`config.mk`:
```
export PLATFORM = sky130hd
export DESIGN_NAME = dbuf_utx
export DESIGN_NICKNAME = d
export VERILOG_FILES = /design/src/rtl/utx_pkg.sv /design/src/rtl/utx_parity.sv /design/src/rtl/utx_bitclk.sv /design/src/rtl/utx_shifter.sv /design/src/rtl/utx_holdflags.sv /design/src/rtl/dbuf_utx.sv
export SDC_FILE = /design/constraint.sdc
export NUM_CORES = 1
export LEC_CHECK = 0
export BUFFER_PORTS_ARGS = -buffer_cell sky130_fd_sc_hd__buf_2
export CORE_AREA = 2 2 64 66
export DETAILED_ROUTE_END_ITERATION = 8
export DIE_AREA = 0 0 66 68
export PLACE_DENSITY_LB_ADDON = 0.3
export SLEW_MARGIN = 10
export SYNTH_ARGS = -nofsm -noshare
export SYNTH_HDL_FRONTEND = slang
export SYNTH_SLANG_ARGS = --single-unit
export TNS_END_PERCENT = 5
```
`constraint.sdc`:
```
create_clock -name clk -period 4.02 [get_ports clk]
set_input_delay 0.804 -clock clk [delete_from_list [all_inputs] [get_ports clk]]
set_output_delay 0.804 -clock clk [all_outputs]
set_load 0.1 [all_outputs]
```
`src/rtl/utx_pkg.sv`:
```
package utx_pkg;

    // Widest character the shifter carries
    localparam int UTX_MAXW = 9;
    // Width of a bit count 0..UTX_MAXW
    localparam int UTX_CW   = $clog2(UTX_MAXW + 1);

    typedef enum logic [2:0] {
        ST_IDLE   = 3'd0,
        ST_START  = 3'd1,
        ST_DATA   = 3'd2,
        ST_PARITY = 3'd3,
        ST_STOP1  = 3'd4,
        ST_STOP2  = 3'd5
    } utx_state_e;

    // Character length from the 3-bit select: 5..8, anything above 3 gives 9
    function automatic logic [UTX_CW-1:0] char_len(input logic [2:0] sel);
        if (sel >= 3'd4) return UTX_CW'(UTX_MAXW);
        return UTX_CW'(5) + UTX_CW'(sel);
    endfunction

endpackage

```
`src/rtl/utx_parity.sv`:
```
module utx_parity #(
    parameter int MAXW = 9,
    parameter int CW   = $clog2(MAXW + 1)
) (
    input  logic [MAXW-1:0] data,
    input  logic [CW-1:0]   nbits,
    input  logic            odd,
    output logic            par
);

    // XOR of the active data bits, seeded with the odd/even constant
    always_comb begin
        par = odd;
        for (int i = 0; i < MAXW; i++) begin
            if (CW'(i) < nbits) par = par ^ data[i];
        end
    end

endmodule

```
`src/rtl/utx_bitclk.sv`:
```
module utx_bitclk #(
    parameter int OVERSAMPLE  = 16,
    parameter int SYNC_STAGES = 2
) (
    input  logic clk,
    input  logic rst_n,
    input  logic active,
    input  logic restart,
    input  logic sync_mode,
    input  logic baud_tick,
    input  logic sclk_in,
    output logic bit_stb
);

    localparam int               TW    = (OVERSAMPLE > 1) ? $clog2(OVERSAMPLE) : 1;
    localparam logic [TW-1:0]    TLAST = TW'(OVERSAMPLE - 1);

    logic [TW-1:0]          tick_cnt;
    logic [SYNC_STAGES-1:0] sync_q;
    logic                   sclk_last;
    logic                   sclk_rise;

    // Synchronizer for the external serial clock
    generate
        if (SYNC_STAGES == 1) begin : g_sync1
            always_ff @(posedge clk or negedge rst_n) begin
                if (!rst_n) sync_q <= '0;
                else        sync_q <= sclk_in;
            end
        end else begin : g_syncn
            always_ff @(posedge clk or negedge rst_n) begin
                if (!rst_n) sync_q <= '0;
                else        sync_q <= {sync_q[SYNC_STAGES-2:0], sclk_in};
            end
        end
    endgenerate

    always_ff @(posedge clk or negedge rst_n) begin
        if (!rst_n) sclk_last <= 1'b0;
        else        sclk_last <= sync_q[SYNC_STAGES-1];
    end

    assign sclk_rise = sync_q[SYNC_STAGES-1] & ~sclk_last;

    // Oversampling counter: restarts with each frame, idle while no frame runs
    always_ff @(posedge clk or negedge rst_n) begin
        if (!rst_n) begin
            tick_cnt <= '0;
        end else if (!active || restart) begin
            tick_cnt <= '0;
        end else if (baud_tick) begin
            tick_cnt <= (tick_cnt == TLAST) ? '0 : tick_cnt + TW'(1);
        end
    end

    always_comb begin
        if (!active)        bit_stb = 1'b0;
        else if (sync_mode) bit_stb = sclk_rise;
        else                bit_stb = baud_tick && (tick_cnt == TLAST);
    end

    AST_STB_SINGLE: assert property (@(posedge clk) disable iff (!rst_n) (bit_stb && (sync_mode || OVERSAMPLE > 1)) |=> !bit_stb);

endmodule

```
`src/rtl/utx_shifter.sv`:
```
module utx_shifter
    import utx_pkg::*;
(
    input  logic                clk,
    input  logic                rst_n,
    input  logic                tx_en,
    input  logic                bit_stb,
    input  logic                buf_valid,
    input  logic [UTX_MAXW-1:0] buf_data,
    input  logic [UTX_CW-1:0]   nbits,
    input  logic                par_en,
    input  logic                par_odd,
    input  logic                two_stop,
    output logic                load,
    output logic                frame_end,
    output logic                active,
    output logic                txd
);

    utx_state_e          state, state_nx;
    logic [UTX_MAXW-1:0] shreg;
    logic [UTX_CW-1:0]   bit_idx;
    logic                par_q;
    logic                par_new;
    logic                last_stop;
    logic                last_data;

    utx_parity #(.MAXW(UTX_MAXW), .CW(UTX_CW)) i_parity (
        .data  (buf_data),
        .nbits (nbits),
        .odd   (par_odd),
        .par   (par_new)
    );

    assign last_stop = (state == ST_STOP2) || (state == ST_STOP1 && !two_stop);
    assign last_data = (bit_idx == nbits - UTX_CW'(1));
    assign frame_end = bit_stb && last_stop;
    assign load      = tx_en && buf_valid && ((state == ST_IDLE) || frame_end);
    assign active    = (state != ST_IDLE);

    // Next-state logic
    always_comb begin
        state_nx = state;
        unique case (state)
            ST_IDLE:   if (load) state_nx = ST_START;
            ST_START:  if (bit_stb) state_nx = ST_DATA;
            ST_DATA:   if (bit_stb && last_data) state_nx = par_en ? ST_PARITY : ST_STOP1;
            ST_PARITY: if (bit_stb) state_nx = ST_STOP1;
            ST_STOP1:  if (bit_stb) state_nx = two_stop ? ST_STOP2 : (load ? ST_START : ST_IDLE);
            ST_STOP2:  if (bit_stb) state_nx = load ? ST_START : ST_IDLE;
            default:   state_nx = ST_IDLE;
        endcase
    end

    // State register
    always_ff @(posedge clk or negedge rst_n) begin
        if (!rst_n) state <= ST_IDLE;
        else        state <= state_nx;
    end

    // Shift datapath
    always_ff @(posedge clk or negedge rst_n) begin
        if (!rst_n) begin
            shreg   <= '0;
            bit_idx <= '0;
            par_q   <= 1'b0;
        end else if (load) begin
            shreg   <= buf_data;
            bit_idx <= '0;
            par_q   <= par_new;
        end else if (state == ST_DATA && bit_stb) begin
            shreg   <= {1'b0, shreg[UTX_MAXW-1:1]};
            bit_idx <= bit_idx + UTX_CW'(1);
        end
    end

    // Line output
    always_comb begin
        unique case (state)
            ST_IDLE:   txd = 1'b1;
            ST_START:  txd = 1'b0;
            ST_DATA:   txd = shreg[0];
            ST_PARITY: txd = par_q;
            ST_STOP1:  txd = 1'b1;
            ST_STOP2:  txd = 1'b1;
            default:   txd = 1'b1;
        endcase
    end

    AST_LOAD_STARTS:  assert property (@(posedge clk) disable iff (!rst_n) load |=> (state == ST_START && !txd));
    AST_IDX_IN_RANGE: assert property (@(posedge clk) disable iff (!rst_n) (state == ST_DATA) |-> (bit_idx < nbits));
    AST_OFF_STAYS:    assert property (@(posedge clk) disable iff (!rst_n) (!tx_en && state == ST_IDLE) |=> (state == ST_IDLE));

endmodule

```
`src/rtl/utx_holdflags.sv`:
```
module utx_holdflags
    import utx_pkg::*;
(
    input  logic                clk,
    input  logic                rst_n,
    input  logic                wr_data,
    input  logic [7:0]          wdata,
    input  logic                wbit8,
    input  logic                load,
    input  logic                frame_end,
    input  logic                st_wr,
    input  logic                st_wdre,
    input  logic                st_wtxc,
    input  logic                txc_ack,
    input  logic                dre_ie,
    input  logic                txc_ie,
    input  logic                gie,
    output logic                buf_valid,
    output logic [UTX_MAXW-1:0] buf_data,
    output logic                dre,
    output logic                txc,
    output logic                irq_dre,
    output logic                irq_txc
);

    logic txc_set;
    logic txc_clr;
    logic dre_clr;

    assign txc_set = frame_end && !buf_valid;
    assign txc_clr = txc_ack || (st_wr && !st_wtxc);
    assign dre_clr = st_wr && !st_wdre;

    // Holding register
    always_ff @(posedge clk or negedge rst_n) begin
        if (!rst_n) begin
            buf_valid <= 1'b0;
            buf_data  <= '0;
        end else if (wr_data) begin
            buf_valid <= 1'b1;
            buf_data  <= {wbit8, wdata};
        end else if (load) begin
            buf_valid <= 1'b0;
        end
    end

    // Empty flag: write clears, handoff sets, software may only clear
    always_ff @(posedge clk or negedge rst_n) begin
        if (!rst_n)       dre <= 1'b1;
        else if (wr_data) dre <= 1'b0;
        else if (load)    dre <= 1'b1;
        else if (dre_clr) dre <= 1'b0;
    end

    // Complete flag: set wins over acknowledge and software clear
    always_ff @(posedge clk or negedge rst_n) begin
        if (!rst_n)       txc <= 1'b0;
        else if (txc_set) txc <= 1'b1;
        else if (txc_clr) txc <= 1'b0;
    end

    assign irq_dre = dre && dre_ie && gie;
    assign irq_txc = txc && txc_ie && gie;

    AST_LOAD_HAS_DATA: assert property (@(posedge clk) disable iff (!rst_n) load |-> buf_valid);
    AST_WR_CLEARS_DRE: assert property (@(posedge clk) disable iff (!rst_n) wr_data |=> !dre);
    AST_DRE_NO_W1:     assert property (@(posedge clk) disable iff (!rst_n) (st_wr && st_wdre && !dre && !load) |=> !dre);
    AST_TXC_SETS:      assert property (@(posedge clk) disable iff (!rst_n) (frame_end && !buf_valid) |=> txc);
    AST_TXC_ACK_CLR:   assert property (@(posedge clk) disable iff (!rst_n) (txc_ack && !(frame_end && !buf_valid)) |=> !txc);
    AST_TXC_NO_W1:     assert property (@(posedge clk) disable iff (!rst_n) (st_wr && st_wtxc && !txc && !frame_end) |=> !txc);
    AST_HOLD_KEEPS:    assert property (@(posedge clk) disable iff (!rst_n) (buf_valid && !load && !wr_data) |=> (buf_valid && $stable(buf_data)));

endmodule

```
`src/rtl/dbuf_utx.sv`:
```
module dbuf_utx
    import utx_pkg::*;
#(
    parameter int OVERSAMPLE  = 16,
    parameter int SYNC_STAGES = 2
) (
    input  logic       clk,
    input  logic       rst_n,
    input  logic       tx_en,
    input  logic       sync_mode,
    input  logic [2:0] len_sel,
    input  logic       par_en,
    input  logic       par_odd,
    input  logic       two_stop,
    input  logic       baud_tick,
    input  logic       sclk_in,
    input  logic       wr_data,
    input  logic [7:0] wdata,
    input  logic       wbit8,
    input  logic       st_wr,
    input  logic       st_wdre,
    input  logic       st_wtxc,
    input  logic       txc_ack,
    input  logic       dre_ie,
    input  logic       txc_ie,
    input  logic       gie,
    output logic       txd,
    output logic       dre,
    output logic       txc,
    output logic       irq_dre,
    output logic       irq_txc
);

    logic                bit_stb;
    logic                load;
    logic                frame_end;
    logic                active;
    logic                buf_valid;
    logic [UTX_MAXW-1:0] buf_data;
    logic [UTX_CW-1:0]   nbits;

    assign nbits = char_len(len_sel);

    utx_bitclk #(.OVERSAMPLE(OVERSAMPLE), .SYNC_STAGES(SYNC_STAGES)) i_bitclk (
        .clk       (clk),
        .rst_n     (rst_n),
        .active    (active),
        .restart   (load),
        .sync_mode (sync_mode),
        .baud_tick (baud_tick),
        .sclk_in   (sclk_in),
        .bit_stb   (bit_stb)
    );

    utx_shifter i_shifter (
        .clk       (clk),
        .rst_n     (rst_n),
        .tx_en     (tx_en),
        .bit_stb   (bit_stb),
        .buf_valid (buf_valid),
        .buf_data  (buf_data),
        .nbits     (nbits),
        .par_en    (par_en),
        .par_odd   (par_odd),
        .two_stop  (two_stop),
        .load      (load),
        .frame_end (frame_end),
        .active    (active),
        .txd       (txd)
    );

    utx_holdflags i_holdflags (
        .clk       (clk),
        .rst_n     (rst_n),
        .wr_data   (wr_data),
        .wdata     (wdata),
        .wbit8     (wbit8),
        .load      (load),
        .frame_end (frame_end),
        .st_wr     (st_wr),
        .st_wdre   (st_wdre),
        .st_wtxc   (st_wtxc),
        .txc_ack   (txc_ack),
        .dre_ie    (dre_ie),
        .txc_ie    (txc_ie),
        .gie       (gie),
        .buf_valid (buf_valid),
        .buf_data  (buf_data),
        .dre       (dre),
        .txc       (txc),
        .irq_dre   (irq_dre),
        .irq_txc   (irq_txc)
    );

    AST_TXC_AT_END: assert property (@(posedge clk) disable iff (!rst_n) $rose(txc) |-> $past(frame_end));

endmodule

```
==> flow_summary_export.csv, run 1 <==
group,metric,value,unit
critical_path,cp_max_fo,15,
clocking,clk_pin_slew,0.07,ns
global_route,grt_max_degree,37,
sta,setup_viol,0,
placed_design,preCtsSetupSlack,1.250,ns
clocking,clock-sinks,36,
cells_and_area,nNetsFinal,287,
sta,relSlewSlack,47.43,%
floorplan,start_util,53.31,%
sta,timing.setup.tns,0,ns
worst_hold_path,hold_start,"i_bitclk.sync_q[0]",
drt,drt-pass1-iter-count,4,
clocking,ctsHoldBuffers,0,
clocking,cts_buffer_depth,2,
floorplan,die_w,66,um
synthesis,syn_area,0.002056,mm2
pwr,power_density,557.2,mW/mm2
clocking,root_buffer,"clkbuf_8",
synthesis,syn-num-nets,255,
cells_and_area,area_growth_syn_to_layout,14.61,%
sta,fmax,0.4045,GHz
clocking,cts_resized,0,
status,status,"finished, final reports clean",
worst_hold_path,hold_path.class,"reg -> reg",
pwr,ir_worst_vdd,0.3553,mV
placed_design,port_buffers,33,
clocking,worstSkewPairLatency,0.28,ns
drt,vias,1671,
critical_path,cp.required,3.22,ns
critical_path,r2r-start,"i_bitclk.tick_cnt[0]",
synthesis,synthDistinctLibCells,46,
sta,slew_violations,0,
worst_hold_path,min_delay_worst_endpoint,"i_bitclk.sync_q[1]",
cells_and_area,drive_gt1_share,21.51,%
sta,clock_skew,0.005589,ns
clocking,cts_tree,"yes",
clocking,ctsHtreeMaxLevel,2,
floorplan,boundaryPins,34,
synthesis,synth_edf_count,0,
global_route,gr-total-overflow,0,
sta,worstMarginPinSlew,0.7885,ns
synthesis,ys_async_sr_fraction,100.0,%
synthesis,yosys_warnings,0,
drt,via_per_inst,5.551,
drt,final_antenna_net_count,0,
synthesis,ys_ff_latch,36,
critical_path,cp.arrival,1.67,ns
cells_and_area,antenna_cells,0,
worst_hold_path,min_path_cells,0,
synthesis,yosysSeqAreaShare,43.88,%
pwr,power,1313,uW
critical_path,cp-start-kind,"flop",
sta,setup_slack,1.548,ns
drt,route.detailed.drc,0,
drt,drt-total-wl,4007,um
critical_path,end_kind,"output pin",
global_route,track_usage,18.77,%
sta,finalHoldViolCount,0,
critical_path,worstReg2RegEnd,"i_shifter.shreg[4]",
drt,wl_per_cell,13.31,um
placed_design,gp_congestion,0.8279,
floorplan,row_count,23,
placed_design,dpl.hpwl,2859,um
floorplan,die_h,68,um
pwr,leakage,0.001113,uW
clocking,cts_setup_buffers,0,
floorplan,coreArea,0.003856,mm2
sta,period_minus_slack,2.472,ns
synthesis,synth-main-ff-cell,"dfrtp_1",
clocking,cts_buffers,5,
sta,period_share,61.50,%
floorplan,die_area,0.004488,mm2
drt,drt_iter0_drc,162,
global_route,antenna_found_initial,0,
global_route,grt_pass1_wl,6486,um
global_route,grt_pass1_vias,1467,
synthesis,avgSynthCellArea,9.430,um2
sta,rsz0062_at_grt,"false",
run,drv_cap,0,
critical_path,r2r_cells,7,
critical_path,reg2reg_slack,1.82,ns
synthesis,syn_inst,218,
critical_path,critPathKind,"reg -> out",
==> synthesized netlist by cell type (4+ instances only) <==
cell | instances | share of area, %
nand3_1 | 4 | 0.97
inv_1 | 10 | 1.8
nand2b_1 | 7 | 2.1
a21o_1 | 4 | 1.5
buf_2 | 4 | 0.97
ha_1 | 8 | 4.9
a21oi_1 | 13 | 3.2
xor2_1 | 5 | 2.1
xnor2_1 | 7 | 3.0
nor2_1 | 19 | 3.5
dfrtp_1 | 35 | 43
o21ai_0 | 6 | 1.5
a31oi_1 | 13 | 4.0
mux2_2 | 8 | 4.4
o21ai_1 | 4 | 0.97
nand2_1 | 27 | 4.9
==> cell usage in the layout, fill, tap and decap left out, drive strengths merged, types with 3 or more instances in the layout <==
cell type	n
inv	11
clkbuf	6
a21oi	14
xnor2	7
ha	8
buf	33
mux2	8
nand2	27
a31oi	13
nor2	19
dfrtp	35
o21ai	12
a21o	4
xor2	5
and3	3
nand2b	7
nand3	4
nand3b	3
==> power breakdown <==
group / internal (uW) / switching, uW / leakage (uW) / total (uW)
Sequential: 457 / 101 / 0.000437 / 558
Clock: 184 / 125 / 0.0000552 / 309
Combinational: 173 / 273 / 0.000621 / 446
==> cell families after synthesis <==
kind of cell	Yosys count	synth area share (%)
simple gates	72	16.37
compound gates	61	20.09
flops	36	43.88
buf+inv	19	3.713
xor+xnor	13	6.208
mux	9	4.869
fa+ha+maj	8	4.869
==> how the worst max path moves through the flow <==
stage | start | end | depth (start not counted)
4_1_cts | len_sel[0] | i_shifter.par_q | 11
3_3_place_gp | len_sel[0] | i_shifter.par_q | 10
2_1_floorplan | i_shifter.state[1] | txd | 3
3_5_place_dp | len_sel[0] | i_shifter.par_q | 11
6_report | i_shifter.state[1] | txd | 3
5_1_grt | len_sel[0] | i_shifter.par_q | 11
==> flip-flops by register name (all words and copies together) (netlist names), 2 cells and up <==
register	count
i_bitclk.tick_cnt	4
i_bitclk.sync_q	2
i_holdflags.buf_data	9
i_shifter.shreg	9
i_shifter.bit_idx	4
i_shifter.state	3
==> area by class of cell <==
class,count,area [um2]
multi-input combinational,163,1077
sequential,36,902.1
clock buffer,6,72.57
clock inverter,2,35.03
inverter,11,41.29
timing repair buffer,33,165.2
tap,50,62.56
fill,342,1500
==> per-layer routing <==
| layer | track usage [%] | part of all wire (%) | vias to the layer above |
|---|---|---|---|
| met1 | 25.66 | 48 | 792 |
| li1 | - | - | 838 |
| met3 | 4.441 | 3.8 | 7 |
| met2 | 29.92 | 47 | 34 |
| met4 | 5.612 | 1.2 | 0 |
| met5 | 0 | 0 | - |
==> through the flow <==
step / util [%] / area, um2 / std cells / hold WS [ns]
6_report: 61.10 / 2356 / 301 / 0.3483
2_1_floorplan: - / 2056 / 218 / 0.3312
4_1_cts: 61.10 / 2356 / 301 / 0.3516
3_5_place_dp: 58.31 / 2248 / 293 / 0.3358
3_3_place_gp: 58.31 / 2248 / 293 / 0.3319
5_1_grt: 61.10 / 2356 / 301 / 0.3604
==> critical path: stages (launching register included) <==
cell and delay [ns]:
dfrtp_1 0.53, nor3b_1 0.21, o21ai_0 0.18, buf_2 0.46
No activity file was read; power rests on OpenSTA's default activity.
==> run 2: changes to the inputs <==
Settings changed: CORE_AREA 2 2 64 66 to 2 2 68 70, DIE_AREA 0 0 66 68 to 0 0 70 72.
Clock period 4.02 ns to 2.1 ns, I/O delays scaled along.
==> run 2 against run 1 <==
First-iteration DRC count decreased by 41%. Register-to-register slack got worse by 1.6 ns. Non-clock buffer count is 16 higher. Clock-buffer cell count shrank 1. Global-route usage shrank 0.70 points. Flip-flop and latch count is the same. Sequential share of layout area is 2.8 points lower. Final area is 7.8% higher. Sequential power is 88% higher. Die area increased by 12%. Clock power is 100% higher. Largest cell class unchanged.
==> flow_summary_export.csv, run 2 (synthesis gave the netlist of run 1 again) <==
group,metric,value,unit
floorplan,row_count,24,
sta,period_share,93.22,%
global_route,gr-total-overflow,0,
drt,drt-total-wl,4298,um
pwr,p_sw,1019,uW
drt,wl_per_cell,13.47,um
critical_path,cp_cell_sequence,"a21oi_1 -> o21ai_2 -> clkbuf_4",
global_route,antenna_found_initial,0,
pwr,p_sw_share,38.70,%
sta,timing.hold.ws,0.09446,ns
sta,relSlewSlack,64.64,%
sta,setup_viol,0,
floorplan,coreArea,0.004264,mm2
critical_path,worstReg2RegEnd,"i_shifter.shreg[5]",
clocking,cts_tree,"yes",
sta,worstMarginPinSlew,0.5304,ns
clocking,cts_resized,0,
critical_path,slowest_stage,"dfrtp_1",
pwr,internal-power,1615,uW
critical_path,cp.required,1.68,ns
drt,via_per_inst,5.345,
drt,vias,1705,
cells_and_area,antenna_cells,0,
pwr,power_density,1037,mW/mm2
critical_path,worst-path-buf-inv,1,
drt,drt_iter0_drc,95,
clocking,cts_setup_buffers,0,
sta,timing.setup.tns,0,ns
sta,rsz0062_at_grt,"false",
sta,period_minus_slack,1.958,ns
floorplan,die_h,72,um
pwr,seqPwrFrac,39.9,%
critical_path,end_kind,"output pin",
status,status,"finished, final reports clean",
placed_design,placed_area,0.002375,mm2
sta,fmax,0.5108,GHz
global_route,grt_max_degree,25,
critical_path,cp.arrival,1.54,ns
worst_hold_path,hold_path.class,"in -> async",
cells_and_area,nNetsFinal,303,
pwr,leakage,0.001204,uW
critical_path,r2r-start,"i_bitclk.tick_cnt[0]",
sta,slew_violations,0,
sta,setup_slack,0.1424,ns
floorplan,die_w,70,um
floorplan,die_area,0.005040,mm2
sta,finalHoldViolCount,0,
cells_and_area,final_cell_mix,"dfrtp_1 (35), buf_2 (32), nand2_1 (27)",
clocking,clk_pin_slew,0.08,ns
clocking,clock-sinks,36,
cells_and_area,final_common_cell,"dfrtp_1",
critical_path,critPathKind,"reg -> out",
clocking,cts_buffer_depth,2,
clocking,cts_buffers,5,
clocking,worstSkewPairLatency,0.30,ns
global_route,grt_pass1_wl,7196,um
cells_and_area,area_growth_syn_to_layout,23.55,%
run,drv_cap,0,
pwr,clockPowerShare,23.9,%
floorplan,boundaryPins,34,
placed_design,port_buffers,33,
floorplan,start_util,48.21,%
placed_design,dpl.hpwl,3195,um
cells_and_area,top_regs,"i_holdflags.buf_data x9, i_shifter.shreg x9",
critical_path,cp-start-kind,"flop",
cells_and_area,design_area,0.002540,mm2
drt,route.detailed.drc,0,
drt,final_antenna_net_count,0,
pwr,ir_worst_vdd,0.5866,mV
critical_path,critPathMaxStageDelay,0.60,ns
critical_path,crit_family,"flip-flops",
clocking,ctsHtreeMaxLevel,2,
critical_path,r2r_cells,8,
placed_design,preCtsSetupSlack,-0.2462,ns
global_route,track_usage,18.07,%
cells_and_area,drive_gt1_share,29.96,%
global_route,grt_pass1_vias,1604,
critical_path,reg2reg_slack,0.19,ns
placed_design,gp_congestion,0.8330,
drt,drt-pass1-iter-count,4,
pwr,pwr-share-comb,36.1,%
sta,clock_skew,0.007382,ns
clocking,ctsHoldBuffers,0,
clocking,root_buffer,"clkbuf_8",
critical_path,cp_max_fo,15,
[run 2: how the worst max path moves through the flow]
stage	from	endpoint	cells past startpoint
2_1_floorplan	i_holdflags.txc	irq_txc	1
3_3_place_gp	len_sel[0]	i_shifter.par_q	11
3_5_place_dp	len_sel[0]	i_shifter.par_q	11
4_1_cts	i_shifter.state[1]	txd	3
5_1_grt	i_bitclk.tick_cnt[0]	i_shifter.shreg[2]	8
6_report	i_shifter.state[1]	txd	3
[run 2: power groups by stage]
stage | combinational [uW] | clock [uW] | sequential (uW)
after floorplan | 734 | 0 | 1030
after global placement | 895 | 0 | 1060
after detailed placement | 913 | 0 | 1060
after CTS | 918 | 649 | 1050
after global routing | 1050 | 666 | 1080
final | 952 | 630 | 1050
[run 2: through the flow]
stage                     power (uW)  util [%]  cells
final                           2634     59.57    319
after global routing            2805     59.57    319
after CTS                       2616     58.39    319
after detailed placement        1977     55.69    311
after global placement          1951     55.69    311
after floorplan                 1762         -    218
[run 2: area by class of cell]
type / count / area [um2]
clock buffers: 5 / 68.82
multi-input cells: 163 / 1129
inverters: 11 / 41.29
well taps: 52 / 65.06
fillers: 377 / 1724
flip-flops and latches: 36 / 902.1
repair buffers: 49 / 287.8
clock inverters: 3 / 46.29
[run 2: worst register-to-register path: stages (launching register included)]
cell and delay [ns]:
dfrtp_1 0.42, ha_1 0.24, nand4_1 0.15, o21ai_4 0.17, buf_4 0.18, and3_2 0.26, buf_4 0.18, nand2_1 0.06
a31oi_1 0.17
[run 2: layer usage]
metal,track usage (%),vias up,routed length (um)
met4,6.624,0,53
li1,-,868,-
met1,22.23,798,2023
met3,4.583,6,162
met5,0,-,0
met2,31.01,33,2058
==> run 3: changes to the inputs <==
Settings changed: ABC_CLOCK_PERIOD_IN_PS set to 2100, CORE_AREA 2 2 68 70 to 2 2 52 90, DIE_AREA 0 0 70 72 to 0 0 54 92.
==> run 3 against run 2 <==
Register-to-register slack better by 0.02 ns. Final area is 1.2% lower. Maximum frequency is 2.2% lower. Final cell count is 0.31% lower. Highest routed layer unchanged.
==> flow_summary_export.csv, run 3 (synthesis gave the netlist of run 1 again) <==
group,metric,value,unit
global_route,grt_max_degree,37,
cells_and_area,area_growth_syn_to_layout,22.09,%
sta,worstMarginPinSlew,0.7956,ns
sta,slew_violations,0,
cells_and_area,num-fill-cells,409,
drt,routed-wl-met2,2543,um
clocking,worstSkewPairLatency,0.29,ns
critical_path,cp.arrival,2.22,ns
cells_and_area,fin_util,58.04,%
drt,highest_layer,"met4",
placed_design,placed_area,0.002386,mm2
drt,drt-pass1-iter-count,4,
sta,period_share,95.34,%
clocking,cts_buffer_depth,2,
pwr,internal-power,1634,uW
floorplan,die_w,54,um
pwr,pwr-share-comb,37.4,%
floorplan,die_area,0.004968,mm2
sta,period_minus_slack,2.002,ns
sta,setup_slack,0.09796,ns
global_route,gr-total-overflow,0,
pwr,power_density,1048,mW/mm2
critical_path,critPathKind,"in -> reg",
global_route,track_usage,20.85,%
placed_design,gp_congestion,0.8659,
drt,final_antenna_net_count,0,
floorplan,row_count,32,
floorplan,start_util,47.54,%
cells_and_area,drive_gt1_share,28.09,%
clocking,clock-sinks,36,
drt,drt-total-wl,4459,um
floorplan,die_h,92,um
cells_and_area,design_area,0.002510,mm2
critical_path,end_kind,"flop",
global_route,antenna_found_initial,0,
floorplan,coreArea,0.004324,mm2
sta,timing.setup.tns,0,ns
clocking,cts_tree,"yes",
critical_path,cp-start-kind,"input pin",
run,drv_cap,0,
drt,wl_per_cell,14.02,um
clocking,cts_buffers,5,
drt,wl_met1,1609,um
sta,relSlewSlack,46.96,%
status,status,"finished, final reports clean",
drt,via_per_inst,5.513,
pwr,leakage,0.001199,uW
clocking,ctsHtreeMaxLevel,2,
critical_path,cp_max_fo,4,
placed_design,preCtsSetupSlack,-0.2361,ns
sta,fmax,0.4995,GHz
drt,route.detailed.drc,0,
sta,finalHoldViolCount,0,
cells_and_area,final_common_cell,"dfrtp_1",
cells_and_area,antenna_cells,0,
clocking,clk_pin_slew,0.07,ns
clocking,cts_setup_buffers,0,
drt,drt_iter0_drc,20,
pwr,p_sw,996.9,uW
critical_path,cp.required,2.32,ns
sta,clock_skew,0.002981,ns
clocking,root_buffer,"clkbuf_8",
cells_and_area,final_cell_mix,"dfrtp_1 (35), buf_2 (33), nand2_1 (27)",
global_route,grt_pass1_vias,1673,
pwr,p_sw_share,37.89,%
drt,wl_met3,136,um
drt,vias,1753,
cells_and_area,top_regs,"i_holdflags.buf_data x9, i_shifter.shreg x9",
sta,timing.hold.ws,0.2063,ns
cells_and_area,nNetsFinal,303,
floorplan,boundaryPins,34,
pwr,seqPwrFrac,39.5,%
worst_hold_path,hold_path.class,"in -> async",
global_route,grt_pass1_wl,7465,um
placed_design,dpl.hpwl,3383,um
placed_design,port_buffers,33,
sta,setup_viol,0,
pwr,clockPowerShare,23.1,%
pwr,ir_worst_vdd,0.7441,mV
cells_and_area,seq_area,902.1,um2
cells_and_area,multi_input_comb_area,0.001094,mm2
## run 3: through the flow
step                power [uW]  instances
detailed placement        2037        310
global placement          2015        310
CTS                       2660        318
floorplan                 1762        218
global route              2828        318
finish                    2631        318
## run 3: critical path, stage by stage
cell	delay [ns]
buf_2	0.09
inv_1	0.05
ha_1	0.32
nand2b_1	0.15
ha_2	0.24
o21ai_1	0.09
a21o_1	0.19
a31oi_1	0.19
xnor2_1	0.14
xnor3_1	0.23
o21ai_1	0.12
## run 3: final timing paths
| kind | cells after the start | slack (ns) | endpoint | start |
|---|---|---|---|---|
| min in group clk | 1 | 0.23 | i_bitclk.sync_q[0] | sclk_in |
| hold reg to reg | 0 | 0.35 | i_bitclk.sync_q[1] | i_bitclk.sync_q[0] |
| max in group asynchronous | 1 | 1.39 | i_holdflags.buf_data[6] | rst_n |
| hold / removal | 1 | 0.21 | i_bitclk.tick_cnt[2] | rst_n |
| setup / recovery | 11 | 0.1 | i_shifter.par_q | len_sel[0] |
| setup reg to reg | 7 | 0.21 | i_shifter.shreg[8] | i_bitclk.tick_cnt[0] |
## run 3: cell type report
class	count	area share, %
multi-input cells	163	43.57
inverters	11	1.645
flip-flops and latches	36	35.94
clock inverters	3	1.695
clock buffers	5	2.742
well taps	51	2.542
repair buffers	49	11.86
## run 3: timing repair
action / in CTS / in global routing
hold buffers: 0 / 0
endpoints found under the hold margin: 0 / 0
endpoints found under the setup margin: 0 / 1
resized for setup: 0 / 3
## run 3: power by group through the flow
stage | combinational, uW | sequential [uW] | clock [uW]
after floorplan | 734 | 1030 | 0
after global placement | 965 | 1050 | 0
after detailed placement | 986 | 1050 | 0
after CTS | 993 | 1040 | 627
after global routing | 1100 | 1070 | 659
final | 985 | 1040 | 607
## run 3: per-layer routing
layer | GRT usage (%) | vias to the layer above
li1 | - | 868
met1 | 20.79 | 845
met2 | 38.01 | 29
met3 | 4.072 | 11
met4 | 10.63 | 0
met5 | 0 | -
